**src/rtl/lvl_spi_loader.sv**
```systemverilog
module lvl_spi_loader #(
  parameter int NUM_LV = 15,
  parameter int POS_LV = 7,
  parameter int MAG_W  = 7,
  parameter int DAC_W  = 8
) (
  input  logic                    clk,
  input  logic                    rst_n,
  input  logic                    start,
  input  logic                    verify,
  input  logic [NUM_LV*MAG_W-1:0] lv_mag,
  input  logic [DAC_W-1:0]        dac_val,
  input  logic                    sdo,
  output logic                    sck,
  output logic                    sdi,
  output logic                    cs_n,
  output logic                    ld,
  output logic                    busy,
  output logic                    done,
  output logic                    err
);
  localparam int LV_W    = MAG_W + 1;
  localparam int FRAME_W = NUM_LV * LV_W + DAC_W;
  localparam int HALF    = 2 * FRAME_W;
  localparam int CNT_W   = $clog2(HALF);

  typedef enum logic [2:0] {S_IDLE, S_WR, S_GAP, S_LD, S_RD} st_t;

  st_t                st;
  logic [CNT_W-1:0]   cnt;
  logic [FRAME_W-1:0] shr;
  logic [FRAME_W-1:0] frame_w;
  logic               vfy, mis, done_q, err_q;
  logic               shifting, last_half;

  always_comb begin
    frame_w = '0;
    frame_w[DAC_W-1:0] = dac_val;
    for (int k = 0; k < NUM_LV; k++) begin
      frame_w[FRAME_W-1-k*LV_W] = (k >= POS_LV);
      frame_w[FRAME_W-2-k*LV_W -: MAG_W] = lv_mag[k*MAG_W +: MAG_W];
    end
  end

  assign shifting  = (st == S_WR) || (st == S_RD);
  assign last_half = (cnt == CNT_W'(HALF - 1));

  always_ff @(posedge clk or negedge rst_n) begin
    if (!rst_n) begin
      st     <= S_IDLE;
      cnt    <= '0;
      shr    <= '0;
      vfy    <= 1'b0;
      mis    <= 1'b0;
      done_q <= 1'b0;
      err_q  <= 1'b0;
    end else begin
      done_q <= 1'b0;
      case (st)
        S_IDLE: if (start) begin
          shr   <= frame_w;
          vfy   <= verify;
          mis   <= 1'b0;
          err_q <= 1'b0;
          cnt   <= '0;
          st    <= S_WR;
        end
        S_WR, S_RD: begin
          if (st == S_RD && !cnt[0] && sdo != shr[FRAME_W-1]) mis <= 1'b1;
          if (cnt[0]) shr <= {shr[FRAME_W-2:0], shr[FRAME_W-1]};
          if (last_half) begin
            cnt <= '0;
            if (st == S_WR) st <= S_GAP;
            else begin
              st     <= S_IDLE;
              done_q <= 1'b1;
              err_q  <= mis;
            end
          end else cnt <= cnt + 1'b1;
        end
        S_GAP: begin
          cnt <= '0;
          st  <= S_LD;
        end
        S_LD: if (cnt[0]) begin
          cnt <= '0;
          if (vfy) st <= S_RD;
          else begin
            st     <= S_IDLE;
            done_q <= 1'b1;
          end
        end else cnt <= cnt + 1'b1;
        default: st <= S_IDLE;
      endcase
    end
  end

  assign sck  = shifting & cnt[0];
  assign sdi  = shifting & shr[FRAME_W-1];
  assign cs_n = ~shifting;
  assign ld   = (st == S_LD);
  assign busy = (st != S_IDLE);
  assign done = done_q;
  assign err  = err_q;
endmodule

```
**config.mk**
```make
export PLATFORM = sky130hd
export DESIGN_NAME = lvl_spi_loader
export DESIGN_NICKNAME = d
export VERILOG_FILES = /design/src/rtl/lvl_spi_loader.sv
export SDC_FILE = /design/constraint.sdc
export NUM_CORES = 1
export LEC_CHECK = 0
export CORE_ASPECT_RATIO = 0.8
export CORE_MARGIN = 4
export CORE_UTILIZATION = 45
export CTS_CLUSTER_SIZE = 40
export DETAILED_ROUTE_END_ITERATION = 8
export PLACE_DENSITY = 0.7
export SETUP_SLACK_MARGIN = 0.4
export SKIP_CTS_REPAIR_TIMING = 1
export SYNTH_ARGS = -nofsm -noshare
export SYNTH_HDL_FRONTEND = slang
export SYNTH_SLANG_ARGS = --single-unit
```
**constraint.sdc**
```tcl
create_clock -name clk -period 2.75 [get_ports clk]
set_clock_uncertainty 0.1 [all_clocks]
set_input_delay 0.275 -clock clk [delete_from_list [all_inputs] [get_ports clk]]
set_output_delay 0.275 -clock clk [all_outputs]
set_load 0.005 [all_outputs]
```
==> results_dict.tcl <==
set metrics [dict create \
    p_switching_mw 0.892 \
    insertion_delay_ns 0.42 \
    clkTransAtPathRegs_ns 0.05 \
    antenna_cells 0 \
    tightest_slew_ns 0.501 \
    hp-class "in -> async" \
    drcViolationCount 0 \
    final_antenna_net_count 0 \
    tritoncts "built" \
    register_area_mm2 0.00358 \
    ys_seq_elements 143 \
    crit_fanout 21 \
    start_kind "flop" \
    finalCriticalPeriod_ns 2.36 \
    hold_viol_final 0 \
    num_rows 40 \
    drt_pass1_iterations 4 \
    globalplace.congestion 0.830 \
    combPwrFrac 0.049 \
    ctsLongestPathBuffers 2 \
    syn_area_per_cell_um2 13.9 \
    grt-ovfl-total 0 \
    dp_hpwl_um 9470 \
    power_density_mw_per_mm2 501 \
    fillCellCount 1167 \
    grt_pass1_vias 4498 \
    drt-initial-drc-count 143 \
    period_share 0.859 \
    drv_cap 0 \
    die_h_um 119 \
    required_ns 2.38 \
    nets 755 \
    status "finished, final reports clean" \
    finalPower_mw 4.60 \
    relSlewSlack 0.664 \
    crit_type "reg -> out" \
    grt_setup_unrepaired "true" \
    grt_pass1_wl_um 22900 \
    grt_start_max_net_pins 79 \
    drive_above_1_share 0.400 \
    wl_per_cell_um 16.6 \
    antenna_found_initial 0 \
    yosys_warnings 0 \
    grt_usage 0.163 \
    h-tree-depth 4 \
    p_sw_frac 0.194 \
    die_area_mm2 0.0174 \
    max_freq_mhz 423 \
    p_leak_nw 4.42 \
    arrival_ns 1.99 \
    p_clk_frac 0.493 \
    yosys_most_used_dff "dfrtp_1" \
    syn_inst 499 \
    synth_edf_count 0 \
    cts.sinks 143 \
    numPortBuffers 124 \
    die_w_um 147 \
    synth_fp_nets 619 \
    ios 125 \
    cts_made_buffers 17 \
    viasPerCell 5.12 \
    synth_area_mm2 0.00692 \
    area_delta_synth_final_pct 32.7 \
    p_int_mw 3.71 \
    ys_seq_area_frac 0.517 \
    core_mm2 0.0151 \
    ir_drop_mv 0.409 \
    finalSetupViolCount 0 \
    crit_path_end_kind "primary output" \
    vias 4389 \
    cts-root-buf "clkbuf_16" \
    start_util 0.459 \
    p_seq_frac 0.458 \
    multiInputGateArea_mm2 0.00320 \
    slew_viol_final 0 \
    whs_ns 0.243 \
    final_core_util 0.609 \
    setup_tns_ns 0 \
    synth.distinct_cells 46 \
    ys_async_sr_fraction 1.00 \
    drt_wl_total_um 14200 \
]
-- power by group through the flow --
stage / clock network (mW) / registers, mW / logic, mW
6_report: 2.27 / 2.11 / 0.223
5_1_grt: 2.43 / 2.11 / 0.244
4_1_cts: 2.32 / 2.11 / 0.228
3_5_place_dp: 0 / 2.14 / 0.227
3_3_place_gp: 0 / 2.14 / 0.225
2_1_floorplan: 0 / 2.15 / 0.00496
-- worst max-delay path, stage by stage (launching register included) --
cell and delay, ns:
dfrtp_1 0.41, xnor2_2 0.18, nor2_4 0.21, buf_12 0.15, clkinv_8 0.13, clkdlybuf4s50_1 0.49
-- cells by family after synthesis --
| kind of cell | Yosys count | share of synthesized area |
|---|---|---|
| multiplexers | 229 | 0.372 |
| flip-flops | 143 | 0.517 |
| AND/OR/NAND/NOR | 47 | 0.0342 |
| AO/OA/AOI/OAI | 39 | 0.0432 |
| buffers and inverters | 35 | 0.0244 |
| XOR/XNOR | 4 | 0.00506 |
| adder cells (fa/ha/maj) | 2 | 0.00362 |
-- placed cells by master (no fill, tap or decap), drive strengths merged, types with 3 or more instances in the layout --
master / n
mux2: 227
dfrtp: 143
clkdlybuf4s50: 121
clkbuf: 27
buf: 21
nand2: 17
nor2: 9
o22a: 8
a22o: 7
o21ai: 6
and2: 4
inv: 4
a21oi: 3
o31ai: 3
a211oi: 3
xnor2: 3
clkinv: 3
-- worst paths after layout --
kind | slack, ns | cells past startpoint | startpoint | end
max | 0.39 | 5 | st[0]$_DFFE_PN0P_ | cs_n
min | 0.24 | 2 | rst_n | shr[27]$_DFFE_PN0P_
max reg2reg | 0.49 | 5 | st[2]$_DFFE_PN0P_ | shr[75]$_DFFE_PN0P_
min reg2reg | 0.38 | 1 | shr[31]$_DFFE_PN0P_ | shr[31]$_DFFE_PN0P_
max in group asynchronous | 1.53 | 3 | rst_n | shr[113]$_DFFE_PN0P_
min in group clk | 0.38 | 1 | shr[31]$_DFFE_PN0P_ | shr[31]$_DFFE_PN0P_
-- flip-flops by register name, summed over array words and instances (netlist names) --
name  cells
done      1
st        3
shr     128
cnt       8
vfy       1
mis       1
err       1
-- routing by layer --
layer | vias to the layer above | GRT usage | share of wire
met5 | - | 0 | 0
met4 | 0 | 0.0670 | 0.016
met3 | 21 | 0.0358 | 0.042
met2 | 90 | 0.258 | 0.49
met1 | 2176 | 0.220 | 0.45
li1 | 2102 | - | -
-- cells in the mapped netlist (4+ instances only) --
| cell type | instances | area, um2 |
|---|---|---|
| a22o_1 | 7 | 61.3 |
| nor2_1 | 8 | 30.0 |
| o21ai_0 | 6 | 30.0 |
| clkbuf_1 | 9 | 33.8 |
| and2_1 | 4 | 25.0 |
| mux2_1 | 26 | 293 |
| dfrtp_1 | 143 | 3580 |
| mux2_2 | 201 | 2260 |
| o22a_1 | 8 | 70.1 |
| nand2_1 | 17 | 63.8 |
| buf_2 | 17 | 85.1 |
-- stage by stage --
stage	std cells	worst slack [ns]	instance area, um2
global route	857	0.302	9180
CTS	849	0.0462	9060
detailed placement	818	0.255	8480
global placement	818	0.319	8480
floorplan	499	0.688	6920
finish	857	0.387	9180
-- cell type report --
| class | count | area share |
|---|---|---|
| clock inverter | 5 | 0.00845 |
| timing repair inverter | 1 | 0.000954 |
| timing repair buffer | 146 | 0.164 |
| sequential | 143 | 0.390 |
| multi-input combinational | 321 | 0.349 |
| clock buffer | 26 | 0.0555 |
| inverter | 5 | 0.00382 |
| tap | 210 | 0.0286 |
Power figures use the tool's default switching activity.
